**config.mk**
```make
export PLATFORM = sky130hd
export DESIGN_NAME = solo_guard
export DESIGN_NICKNAME = d
export VERILOG_FILES = /design/src/rtl/solo_guard_pkg.sv /design/src/rtl/solo_budget.sv /design/src/rtl/solo_ctrl.sv /design/src/rtl/solo_irq_hold.sv /design/src/rtl/solo_guard.sv
export SDC_FILE = /design/constraint.sdc
export NUM_CORES = 1
export LEC_CHECK = 0
export BUFFER_PORTS_ARGS = -buffer_cell sky130_fd_sc_hd__buf_2
export CAP_MARGIN = 5
export CORE_MARGIN = 5
export CORE_UTILIZATION = 50
export DETAILED_ROUTE_END_ITERATION = 7
export GPL_TIMING_DRIVEN = 0
export PLACE_DENSITY = 0.79
export SYNTH_ARGS = -nofsm -noshare
export SYNTH_HDL_FRONTEND = slang
export SYNTH_SLANG_ARGS = --single-unit
```
**constraint.sdc**
```tcl
create_clock -name clk -period 2.7 [get_ports clk]
set_input_delay 0 -clock clk [delete_from_list [all_inputs] [get_ports clk]]
set_output_delay 0 -clock clk [all_outputs]
set_load 0.005 [all_outputs]
```
**src/rtl/solo_guard_pkg.sv**
```systemverilog
// Package: shared defaults and the section state type for the guard.
// Assumes: nothing; it holds only types and constants.
package solo_guard_pkg;
    localparam int unsigned BUDGET_W_DEF = 8;
    localparam int unsigned NUM_IRQ_DEF  = 8;

    typedef enum logic {
        SEC_OPEN = 1'b0,
        SEC_HELD = 1'b1
    } sec_state_t;
endpackage

```
**src/rtl/solo_budget.sv**
```systemverilog
// Cycle budget counter. It restarts at zero when a section begins and
// advances once per clock while the section holds.
// Assumes: start_i is only asserted while run_i is low.
module solo_budget #(
    parameter int unsigned BUDGET_W = 8
) (
    input  logic clk,
    input  logic rst_n,
    input  logic start_i,
    input  logic run_i,
    output logic at_max_o
);
    localparam logic [BUDGET_W-1:0] LIMIT = {BUDGET_W{1'b1}};

    logic [BUDGET_W-1:0] cnt_q;

    // Restart on section begin, advance while held.
    always_ff @(posedge clk) begin
        if (!rst_n) begin
            cnt_q <= '0;
        end else if (start_i) begin
            cnt_q <= '0;
        end else if (run_i) begin
            cnt_q <= cnt_q + 1'b1;
        end
    end

    // Flag the final budget cycle.
    always_comb begin
        at_max_o = (cnt_q == LIMIT);
    end

    // Section start zeroes the count.
    p_restart_r2: assert property (@(posedge clk) disable iff (!rst_n)
        start_i |=> (cnt_q == '0));

    // Counting continues one step per held cycle; a repeated enter cannot reset it.
    p_advance_r8: assert property (@(posedge clk) disable iff (!rst_n)
        (run_i && !start_i) |=> (cnt_q == $past(cnt_q) + 1'b1));
endmodule

```
**src/rtl/solo_ctrl.sv**
```systemverilog
// Section controller. It tracks open/held, applies the strobe priority
// rules and ends an over-long section with a one-cycle fault.
// Assumes: at_max_i is valid in every held cycle.
module solo_ctrl
    import solo_guard_pkg::*;
(
    input  logic clk,
    input  logic rst_n,
    input  logic enter_i,
    input  logic exit_i,
    input  logic at_max_i,
    output logic start_o,
    output logic held_o,
    output logic fault_o
);
    sec_state_t state_q;
    sec_state_t state_d;
    logic       fault_q;
    logic       fault_d;

    // Next-state and fault decision.
    always_comb begin
        state_d = state_q;
        fault_d = 1'b0;
        start_o = 1'b0;
        case (state_q)
            SEC_OPEN: begin
                if (enter_i) begin
                    state_d = SEC_HELD;
                    start_o = 1'b1;
                end
            end
            SEC_HELD: begin
                if (exit_i) begin
                    state_d = SEC_OPEN;
                end else if (at_max_i) begin
                    state_d = SEC_OPEN;
                    fault_d = 1'b1;
                end
            end
            default: state_d = SEC_OPEN;
        endcase
    end

    // State and fault registers.
    always_ff @(posedge clk) begin
        if (!rst_n) begin
            state_q <= SEC_OPEN;
            fault_q <= 1'b0;
        end else begin
            state_q <= state_d;
            fault_q <= fault_d;
        end
    end

    // Drive outputs from the registers.
    always_comb begin
        held_o  = (state_q == SEC_HELD);
        fault_o = fault_q;
    end

    p_enter_holds_r2: assert property (@(posedge clk) disable iff (!rst_n)
        (!held_o && enter_i) |=> held_o);

    p_exit_clean_r3: assert property (@(posedge clk) disable iff (!rst_n)
        (held_o && exit_i) |=> (!held_o && !fault_o));

    p_fault_single_r4: assert property (@(posedge clk) disable iff (!rst_n)
        fault_o |=> !fault_o);

    p_fault_ends_section_r4: assert property (@(posedge clk) disable iff (!rst_n)
        fault_o |-> (!held_o && $past(held_o)));

    p_idle_exit_inert_r7: assert property (@(posedge clk) disable iff (!rst_n)
        (!held_o && !enter_i) |=> (!held_o && !fault_o));
endmodule

```
**src/rtl/solo_irq_hold.sv**
```systemverilog
// Request holding stage. Each line has a sticky bit that is set in held
// cycles and released in the first open cycle. Output is gated while held.
// Assumes: held_i comes from a register.
module solo_irq_hold #(
    parameter int unsigned NUM_IRQ = 8
) (
    input  logic               clk,
    input  logic               rst_n,
    input  logic               held_i,
    input  logic [NUM_IRQ-1:0] req_i,
    output logic [NUM_IRQ-1:0] deliver_o
);
    logic [NUM_IRQ-1:0] pend_q;

    for (genvar g = 0; g < NUM_IRQ; g++) begin : g_line
        // Sticky capture while held, release once open.
        always_ff @(posedge clk) begin
            if (!rst_n) begin
                pend_q[g] <= 1'b0;
            end else if (held_i) begin
                pend_q[g] <= pend_q[g] | req_i[g];
            end else begin
                pend_q[g] <= 1'b0;
            end
        end

        // Gate delivery during a held section.
        always_comb begin
            deliver_o[g] = !held_i && (req_i[g] | pend_q[g]);
        end

        p_captured_r5: assert property (@(posedge clk) disable iff (!rst_n)
            (held_i && req_i[g]) |=> (pend_q[g] || !held_i && deliver_o[g]));

        p_released_r6: assert property (@(posedge clk) disable iff (!rst_n)
            !held_i |=> !pend_q[g]);
    end
endmodule

```
**src/rtl/solo_guard.sv**
```systemverilog
// Bounded uninterruptible section timer (top). It ties together the
// section controller, the cycle budget and the request holding stage.
// Assumes: enter_i and exit_i are single-cycle strobes that are
// synchronous to clk.
module solo_guard #(
    parameter int unsigned NUM_IRQ  = solo_guard_pkg::NUM_IRQ_DEF,
    parameter int unsigned BUDGET_W = solo_guard_pkg::BUDGET_W_DEF
) (
    input  logic               clk,
    input  logic               rst_n,
    input  logic               enter_i,
    input  logic               exit_i,
    input  logic [NUM_IRQ-1:0] irq_req_i,
    output logic [NUM_IRQ-1:0] irq_out_o,
    output logic               masked_o,
    output logic               fault_o
);
    logic start_w;
    logic held_w;
    logic at_max_w;

    solo_ctrl u_ctrl (
        .clk      (clk),
        .rst_n    (rst_n),
        .enter_i  (enter_i),
        .exit_i   (exit_i),
        .at_max_i (at_max_w),
        .start_o  (start_w),
        .held_o   (held_w),
        .fault_o  (fault_o)
    );

    solo_budget #(.BUDGET_W(BUDGET_W)) u_budget (
        .clk      (clk),
        .rst_n    (rst_n),
        .start_i  (start_w),
        .run_i    (held_w),
        .at_max_o (at_max_w)
    );

    solo_irq_hold #(.NUM_IRQ(NUM_IRQ)) u_hold (
        .clk       (clk),
        .rst_n     (rst_n),
        .held_i    (held_w),
        .req_i     (irq_req_i),
        .deliver_o (irq_out_o)
    );

    // Export the section flag.
    always_comb begin
        masked_o = held_w;
    end

    p_silent_when_masked_r2: assert property (@(posedge clk) disable iff (!rst_n)
        masked_o |-> (irq_out_o == '0));

    p_both_strobes_r10: assert property (@(posedge clk) disable iff (!rst_n)
        (enter_i && exit_i) |=> (masked_o != $past(masked_o)));
endmodule

```
==> results of run 1 <==
logic make-up (layout without fill, tap and decap cells):
family / count (synthesis) / count (layout) / share of synthesized area [%]
and+or+nand+nor: 45 / 45 / 30.4
DFF: 18 / 18 / 53.3
AOI/OAI and AO/OA: 7 / 7 / 5.74
xor gates and xnor gates: 4 / 4 / 5.19
buffers and inverters: 3 / 38 / 2.04
adders and majority gates: 1 / 1 / 1.85
muxes: 1 / 1 / 1.48
worst max path at each step:
stage	from	endpoint	slack [ns]	cells past startpoint
floorplan	u_budget.cnt_q[0]	u_budget.cnt_q[6]	1.56	4
global placement	u_budget.cnt_q[0]	u_budget.cnt_q[6]	1.50	4
detailed placement	u_budget.cnt_q[0]	u_budget.cnt_q[6]	1.49	4
CTS	u_budget.cnt_q[0]	u_ctrl.held_o	1.09	5
global route	u_ctrl.held_o	u_ctrl.held_o	1.00	4
finish	u_budget.cnt_q[0]	u_ctrl.held_o	1.09	5
layout by cell type (no fill, tap or decap), drive strengths merged:
| master | Yosys | routed |
|---|---|---|
| mux2i | 1 | 1 |
| nor4 | 1 | 1 |
| nand2b | 1 | 1 |
| nand3 | 3 | 3 |
| or3 | 3 | 3 |
| nand4 | 3 | 3 |
| ha | 1 | 1 |
| dlygate4sd3 | 0 | 11 |
| nor2 | 30 | 30 |
| buf | 2 | 23 |
| inv | 1 | 1 |
| dfxtp | 18 | 18 |
| xnor2 | 1 | 1 |
| o21ai | 3 | 3 |
| clkbuf | 0 | 3 |
| a21oi | 3 | 3 |
| nand2 | 4 | 4 |
| xor2 | 3 | 3 |
| o32ai | 1 | 1 |
flip-flops by register name (all words and copies together), names as in the netlist:
name and cells:
u_hold.pend_q 8, u_ctrl.fault_o 1, u_budget.cnt_q 8, u_ctrl.held_o 1
power groups by stage:
stage	Combinational, mW	Sequential [mW]	Clock, mW
2_1_floorplan	0.0286	0.281	0
3_3_place_gp	0.0520	0.281	0
3_5_place_dp	0.0533	0.282	0
4_1_cts	0.0661	0.275	0.132
5_1_grt	0.0740	0.276	0.149
6_report	0.0664	0.275	0.128
worst max-delay path, stage by stage (launching register included):
cell           delay (ns)
dfxtp_1              0.35
ha_1                 0.25
nand3_1              0.11
nor2_1               0.05
o32ai_1              0.23
dlygate4sd3_1        0.57
per-layer routing:
layer	vias to the layer above	track usage, %
met5	-	0
met4	0	11.6
met3	7	3.45
met2	15	26.6
met1	273	18.4
li1	332	-
layout make-up:
type                       instances  area [um^2]
inverter                           1         3.75
buffer                             2         10.0
multi-input combinational         58          302
clock buffer                       3         22.5
sequential                        18          360
fill                             107          353
timing repair buffer              32          215
tap                               15         18.8
stage by stage:
stage	instances	cell area [um^2]	power [mW]	hold slack (ns)
floorplan	79	676	0.310	0.0785
detailed placement	115	800	0.335	0.196
global placement	115	800	0.333	0.187
CTS	129	932	0.473	0.164
global route	129	932	0.499	0.193
finish	129	932	0.470	0.163
==> impl_metrics.prom, run 1 <==
# TYPE chip_impl_metric gauge
chip_impl_info{name="path_class",value="flop to flop"} 1
chip_impl_metric{name="syn-instance-count",unit=""} 79
chip_impl_metric{name="antenna_cells_inserted",unit=""} 0
chip_impl_metric{name="cts_buffer_depth",unit=""} 2
chip_impl_metric{name="max_freq",unit="MHz"} 621
chip_impl_metric{name="ys_types",unit=""} 18
chip_impl_metric{name="internal-power",unit="mW"} 0.360
chip_impl_metric{name="post_cts_setup_buffer_count",unit=""} 0
chip_impl_info{name="synthDominantAreaCellType",value="dfxtp_1"} 1
chip_impl_info{name="run_status",value="complete, no violations"} 1
chip_impl_metric{name="core_occupancy_in_the_finished_layout",unit="%"} 72.5
chip_impl_metric{name="clock-sinks",unit=""} 18
chip_impl_metric{name="timing.reg2reg.worst_path_depth",unit=""} 5
chip_impl_info{name="synth_area_leaders",value="dfxtp_1 53%, nor2_1 17%, xor2_1 3.9%, nand4_2 3.7%, or3_1 2.8%"} 1
chip_impl_metric{name="grt_max_degree",unit=""} 11
chip_impl_metric{name="synth-edff-count",unit=""} 0
chip_impl_metric{name="crit_arrival",unit="ns"} 1.85
chip_impl_metric{name="first_global_vias",unit=""} 560
chip_impl_metric{name="initial_utilization",unit="%"} 52.6
chip_impl_metric{name="critical_path_required",unit="ns"} 2.94
chip_impl_metric{name="first_pass_iters",unit=""} 4
chip_impl_metric{name="synthesis.yosys.warnings",unit=""} 0
chip_impl_info{name="synth-main-ff-cell",value="dfxtp_1"} 1
chip_impl_metric{name="ff2ff_setup_slack",unit="ns"} 1.09
chip_impl_metric{name="areaGrowthSynthToFinish",unit="%"} 38.0
chip_impl_metric{name="synth.cell_area",unit="um^2"} 676
chip_impl_metric{name="fin_tns_setup",unit="ns"} 0
chip_impl_metric{name="power_per_cell_area",unit="nW/um^2"} 504
chip_impl_metric{name="ys_seq_area_share",unit="%"} 53.3
chip_impl_metric{name="wire_per_inst",unit="um"} 11.4
chip_impl_metric{name="tritoncts.num_buffers",unit=""} 3
chip_impl_metric{name="net_total_in_the_final_layout",unit=""} 129
chip_impl_info{name="startpoint_type",value="flop"} 1
chip_impl_info{name="synth.cells.most_frequent",value="30 x nor2_1, 18 x dfxtp_1, 4 x nand2_1"} 1
chip_impl_metric{name="max_cap_violations",unit=""} 0
chip_impl_metric{name="drt_drc_violations_left",unit=""} 0
chip_impl_metric{name="grt_first_pass_wirelength",unit="um"} 2370
chip_impl_metric{name="max_slew.worst_pin.slew",unit="ns"} 0.312
chip_impl_metric{name="finalWirelength",unit="um"} 1470
chip_impl_info{name="grt_setup_unrepaired",value="no"} 1
chip_impl_metric{name="synth_top_area_share",unit="%"} 53.3
chip_impl_metric{name="yosys_register_bits",unit=""} 18
chip_impl_metric{name="power.static_leakage",unit="nW"} 0.425
chip_impl_metric{name="final_weighted_congestion_in_routability_driven_placement",unit=""} 0.787
chip_impl_metric{name="slew_headroom",unit="%"} 79.2
chip_impl_info{name="yosysMostFrequentCell",value="nor2_1"} 1
chip_impl_metric{name="post-route-worst-setup-slack",unit="ns"} 1.09
chip_impl_info{name="worstSetupEndpointType",value="flop"} 1
chip_impl_metric{name="met1_length",unit="um"} 598
chip_impl_metric{name="routed_via_density",unit=""} 4.86
chip_impl_info{name="rr_endpoint",value="u_ctrl.held_o"} 1
chip_impl_metric{name="std_cell_rows",unit=""} 13
chip_impl_metric{name="die_w",unit="um"} 46.8
chip_impl_metric{name="power.net_switching",unit="mW"} 0.110
chip_impl_metric{name="io_pins",unit=""} 22
chip_impl_metric{name="dpl.hpwl",unit="um"} 953
chip_impl_metric{name="fp.coreArea",unit="um^2"} 1280
chip_impl_info{name="timing.hold.worst.class",value="input port to flop"} 1
chip_impl_metric{name="crit_fanout",unit=""} 4
chip_impl_info{name="cts_tree",value="yes"} 1
chip_impl_metric{name="post_layout_min_period",unit="ns"} 1.61
chip_impl_metric{name="drtIter0Drc",unit=""} 13
chip_impl_info{name="timing.hold.worst_endpoint",value="u_budget.cnt_q[6]"} 1
chip_impl_metric{name="die-area",unit="um^2"} 2190
chip_impl_metric{name="comb_power_share",unit="%"} 14.1
chip_impl_info{name="top_layer_used",value="met4"} 1
chip_impl_metric{name="finalHoldViolations",unit=""} 0
chip_impl_metric{name="power_share_of_the_clock_group",unit="%"} 27.3
chip_impl_metric{name="wl_met2",unit="um"} 743
chip_impl_metric{name="insertion_delay_of_the_later_clocked_pin_in_the_worst_skew_pair",unit="ns"} 0.29
chip_impl_metric{name="share_of_post_route_cells_with_drive_strength_above_1",unit="%"} 24.6
chip_impl_metric{name="io_buffer_count",unit=""} 21
chip_impl_metric{name="antenna_left",unit=""} 0
chip_impl_metric{name="dr_total_vias",unit=""} 627
chip_impl_metric{name="holdPathStages",unit=""} 4
chip_impl_metric{name="grt_antenna_before_repair",unit=""} 0
chip_impl_metric{name="peakVddDrop",unit="mV"} 0.346
chip_impl_metric{name="cts_hold_repair.buffers",unit=""} 11
chip_impl_metric{name="die_height",unit="um"} 46.8
chip_impl_metric{name="synthArstFlopShare",unit="%"} 0
chip_impl_metric{name="h-tree-depth",unit=""} 1
chip_impl_metric{name="post-place-ws",unit="ns"} 1.49
chip_impl_metric{name="timing.clock.skew",unit="ns"} 0.00721
chip_impl_metric{name="postSynthAreaPerCell",unit="um^2"} 8.55
chip_impl_metric{name="switching_share",unit="%"} 23.5
chip_impl_metric{name="timing_max_transition_violations_final",unit=""} 0
chip_impl_metric{name="finalSetupViolCount",unit=""} 0
chip_impl_metric{name="number_of_gates_given_a_new_drive_strength_after_cts",unit=""} 0
chip_impl_metric{name="clk_transition_reported_paths",unit="ns"} 0.09
chip_impl_metric{name="finalCritPeriodShare",unit="%"} 59.6
chip_impl_metric{name="grt-ovfl-total",unit=""} 0
chip_impl_metric{name="flop_pwr_share",unit="%"} 58.5
chip_impl_metric{name="globalRouteTotalUtil",unit="%"} 16.2
chip_impl_info{name="cts-root-buf",value="clkbuf_4"} 1
chip_impl_metric{name="detailroute.wirelength.met3",unit="um"} 84
chip_impl_metric{name="postSynthNetCount",unit=""} 92
chip_impl_info{name="hold_start",value="enter_i"} 1
chip_impl_info{name="r2r-start",value="u_budget.cnt_q[0]"} 1
Power figures use the tool's default switching activity.
==> run 2: changes to the inputs <==
--- a/config.mk
+++ b/config.mk
@@ -5,13 +5,14 @@
 export SDC_FILE = /design/constraint.sdc
 export NUM_CORES = 1
 export LEC_CHECK = 0
+export ABC_AREA = 1
 export BUFFER_PORTS_ARGS = -buffer_cell sky130_fd_sc_hd__buf_2
 export CAP_MARGIN = 5
 export CORE_MARGIN = 5
-export CORE_UTILIZATION = 50
+export CORE_UTILIZATION = 44
 export DETAILED_ROUTE_END_ITERATION = 7
 export GPL_TIMING_DRIVEN = 0
-export PLACE_DENSITY = 0.79
+export PLACE_DENSITY = 0.72
 export SYNTH_ARGS = -nofsm -noshare
 export SYNTH_HDL_FRONTEND = slang
 export SYNTH_SLANG_ARGS = --single-unit
==> constraint.sdc (replaced) <==
create_clock -name clk -period 1.4 [get_ports clk]
set_input_delay 0 -clock clk [delete_from_list [all_inputs] [get_ports clk]]
set_output_delay 0 -clock clk [all_outputs]
set_load 0.005 [all_outputs]
==> impl_metrics.prom, run 2 <==
# TYPE chip_impl_metric gauge
chip_impl_metric{name="grt_first_pass_wirelength",unit="um"} 2990
chip_impl_info{name="cts_tree",value="yes"} 1
chip_impl_info{name="yosysMostFrequentCell",value="a21oi_1"} 1
chip_impl_metric{name="dr_total_vias",unit=""} 750
chip_impl_metric{name="initial_utilization",unit="%"} 44.8
chip_impl_metric{name="finalPower",unit="mW"} 0.982
chip_impl_metric{name="antenna_left",unit=""} 0
chip_impl_metric{name="yosys_register_bits",unit=""} 18
chip_impl_metric{name="max_cap_violations",unit=""} 0
chip_impl_metric{name="first_pass_iters",unit=""} 4
chip_impl_metric{name="fp.coreArea",unit="um^2"} 1690
chip_impl_metric{name="finalWirelength",unit="um"} 1730
chip_impl_info{name="layout.cells.most_common",value="a21oi_1"} 1
chip_impl_metric{name="synthesis.yosys.warnings",unit=""} 0
chip_impl_metric{name="synth.cell_area",unit="um^2"} 757
chip_impl_metric{name="fin_tns_setup",unit="ns"} 0
chip_impl_metric{name="io_pins",unit=""} 22
chip_impl_info{name="timing.hold.worst.class",value="input port to flop"} 1
chip_impl_info{name="synth.cells.most_frequent",value="24 x a21oi_1, 23 x inv_1, 18 x dfxtp_1, 15 x nand2_1, 8 x nor2_1"} 1
chip_impl_metric{name="finalSetupViolCount",unit=""} 0
chip_impl_metric{name="post_layout_min_period",unit="ns"} 1.28
chip_impl_metric{name="ys_types",unit=""} 15
chip_impl_metric{name="area_used_by_multi_input_combinational_logic",unit="um^2"} 290
chip_impl_info{name="cts-root-buf",value="clkbuf_4"} 1
chip_impl_metric{name="areaGrowthSynthToFinish",unit="%"} 36.0
chip_impl_metric{name="dpl.hpwl",unit="um"} 1180
chip_impl_info{name="startpoint_type",value="flop"} 1
chip_impl_info{name="run_status",value="complete, no violations"} 1
chip_impl_metric{name="drtIter0Drc",unit=""} 10
chip_impl_metric{name="share_of_post_route_cells_with_drive_strength_above_1",unit="%"} 23.4
chip_impl_metric{name="postSynthNetCount",unit=""} 118
chip_impl_metric{name="globalRouteTotalUtil",unit="%"} 15.4
chip_impl_metric{name="synthArstFlopShare",unit="%"} 0
chip_impl_metric{name="h-tree-depth",unit=""} 1
chip_impl_info{name="synth_area_leaders",value="dfxtp_1 48%, a21oi_1 16%, inv_1 11%, nand2_1 7.4%, nor2_1 4.0%"} 1
chip_impl_metric{name="max_slew.worst_pin.slew",unit="ns"} 0.317
chip_impl_metric{name="cts_buffer_depth",unit=""} 2
chip_impl_metric{name="number_of_gates_given_a_new_drive_strength_after_cts",unit=""} 0
chip_impl_metric{name="die-area",unit="um^2"} 2650
chip_impl_metric{name="grt_max_degree",unit=""} 11
chip_impl_info{name="synthDominantAreaCellType",value="dfxtp_1"} 1
chip_impl_metric{name="io_buffer_count",unit=""} 21
chip_impl_metric{name="timing.clock.skew",unit="ns"} 0.00557
chip_impl_metric{name="post_cts_setup_buffer_count",unit=""} 0
chip_impl_info{name="path_class",value="flop to output pin"} 1
chip_impl_metric{name="wire_per_inst",unit="um"} 11.0
chip_impl_metric{name="insertion_delay_of_the_later_clocked_pin_in_the_worst_skew_pair",unit="ns"} 0.30
chip_impl_info{name="synth-main-ff-cell",value="dfxtp_1"} 1
chip_impl_info{name="grt_setup_unrepaired",value="no"} 1
chip_impl_metric{name="num-fill-cells",unit=""} 162
chip_impl_metric{name="drt_drc_violations_left",unit=""} 0
chip_impl_metric{name="die_height",unit="um"} 51.5
chip_impl_metric{name="finalCritPeriodShare",unit="%"} 91.2
chip_impl_info{name="largestRegisters",value="u_budget.cnt_q (8), u_hold.pend_q (8)"} 1
chip_impl_metric{name="cts_hold_repair.buffers",unit=""} 11
chip_impl_metric{name="routed_via_density",unit=""} 4.75
chip_impl_metric{name="clk_transition_reported_paths",unit="ns"} 0.10
chip_impl_info{name="worstSetupEndpointType",value="output pin"} 1
chip_impl_metric{name="clock-sinks",unit=""} 18
chip_impl_metric{name="std_cell_rows",unit=""} 15
chip_impl_metric{name="postSynthAreaPerCell",unit="um^2"} 7.21
chip_impl_metric{name="crit_arrival",unit="ns"} 1.28
chip_impl_metric{name="max_freq",unit="MHz"} 783
chip_impl_metric{name="synth-edff-count",unit=""} 0
chip_impl_metric{name="power_per_cell_area",unit="nW/um^2"} 954
chip_impl_metric{name="power.static_leakage",unit="nW"} 0.489
chip_impl_metric{name="net_total_in_the_final_layout",unit=""} 155
chip_impl_metric{name="die_w",unit="um"} 51.5
chip_impl_metric{name="grt-ovfl-total",unit=""} 0
chip_impl_metric{name="timing_max_transition_violations_final",unit=""} 0
chip_impl_metric{name="final-seq-area",unit="um^2"} 360
chip_impl_metric{name="slew_headroom",unit="%"} 78.8
chip_impl_metric{name="ys_seq_area_share",unit="%"} 47.6
chip_impl_metric{name="finalHoldViolations",unit=""} 0
chip_impl_metric{name="syn-instance-count",unit=""} 105
chip_impl_metric{name="tritoncts.num_buffers",unit=""} 3
chip_impl_metric{name="first_global_vias",unit=""} 705
chip_impl_metric{name="peakVddDrop",unit="mV"} 0.717
chip_impl_metric{name="synth_top_area_share",unit="%"} 47.6
chip_impl_metric{name="grt_antenna_before_repair",unit=""} 0
chip_impl_metric{name="critical_path_required",unit="ns"} 1.40
chip_impl_metric{name="antenna_cells_inserted",unit=""} 0
chip_impl_metric{name="final_weighted_congestion_in_routability_driven_placement",unit=""} 0.746
chip_impl_info{name="layout.cells.most_common_list",value="24 x a21oi_1, 23 x inv_1, 22 x buf_2, 18 x dfxtp_1, 15 x nand2_1"} 1
chip_impl_metric{name="crit_fanout",unit=""} 10
run 2: final cells by class:
| class | instances | area share, % |
|---|---|---|
| Sequential cell | 18 | 35.0 |
| Multi-Input combinational cell | 60 | 28.2 |
| Timing Repair Buffer | 32 | 20.9 |
| Inverter | 25 | 9.11 |
| Clock buffer | 4 | 3.52 |
| Tap cell | 17 | 2.07 |
| Buffer | 2 | 1.22 |
run 2: cells by family (layout without fill, tap and decap cells):
logic type | after synthesis | count (layout) | share of synthesized area, %
flip-flops | 18 | 18 | 47.6
AND/OR/NAND/NOR | 32 | 32 | 18.8
adder cells (fa/ha/maj) | 1 | 1 | 1.65
buffers and inverters | 27 | 63 | 14.0
AO/OA/AOI/OAI | 27 | 27 | 17.9
run 2: per-stage QoR:
step | std cells | instance area (um^2) | setup WS [ns] | utilization, % | hold WS [ns]
finish | 158 | 1030 | 0.123 | 61.0 | 0.423
global route | 158 | 1030 | 0.0413 | 61.0 | 0.432
CTS | 158 | 1030 | 0.167 | 61.0 | 0.421
detailed placement | 143 | 883 | 0.261 | 52.3 | 0.192
global placement | 143 | 883 | 0.278 | 52.3 | 0.186
floorplan | 105 | 757 | 0.362 | - | 0.0780
run 2: where the power goes:
part,switching (mW),internal [mW]
clock network,0.162,0.159
logic,0.0659,0.0674
registers,0.00490,0.523
run 2: path summary, 6_finish.rpt:
path / from / endpoint / slack (ns) / cells past startpoint
setup / recovery: u_ctrl.held_o / irq_out_o[7] / 0.12 / 4
hold / removal: exit_i / u_ctrl.fault_o / 0.42 / 3
setup reg to reg: u_budget.cnt_q[0] / u_budget.cnt_q[6] / 0.24 / 6
hold reg to reg: u_hold.pend_q[5] / u_hold.pend_q[5] / 0.47 / 2
run 2: worst max-delay path, cell delays in order, from the launching register on:
cell,delay [ns]
dfxtp_1,0.32
buf_4,0.16
buf_2,0.19
a21oi_1,0.17
buf_2,0.15
run 2: routing by layer:
layer / GRT usage (%) / wire [um]
met3: 5.25 / 73
met2: 25.8 / 886
met1: 18.1 / 740
met4: 5.24 / 34
met5: 0 / 0
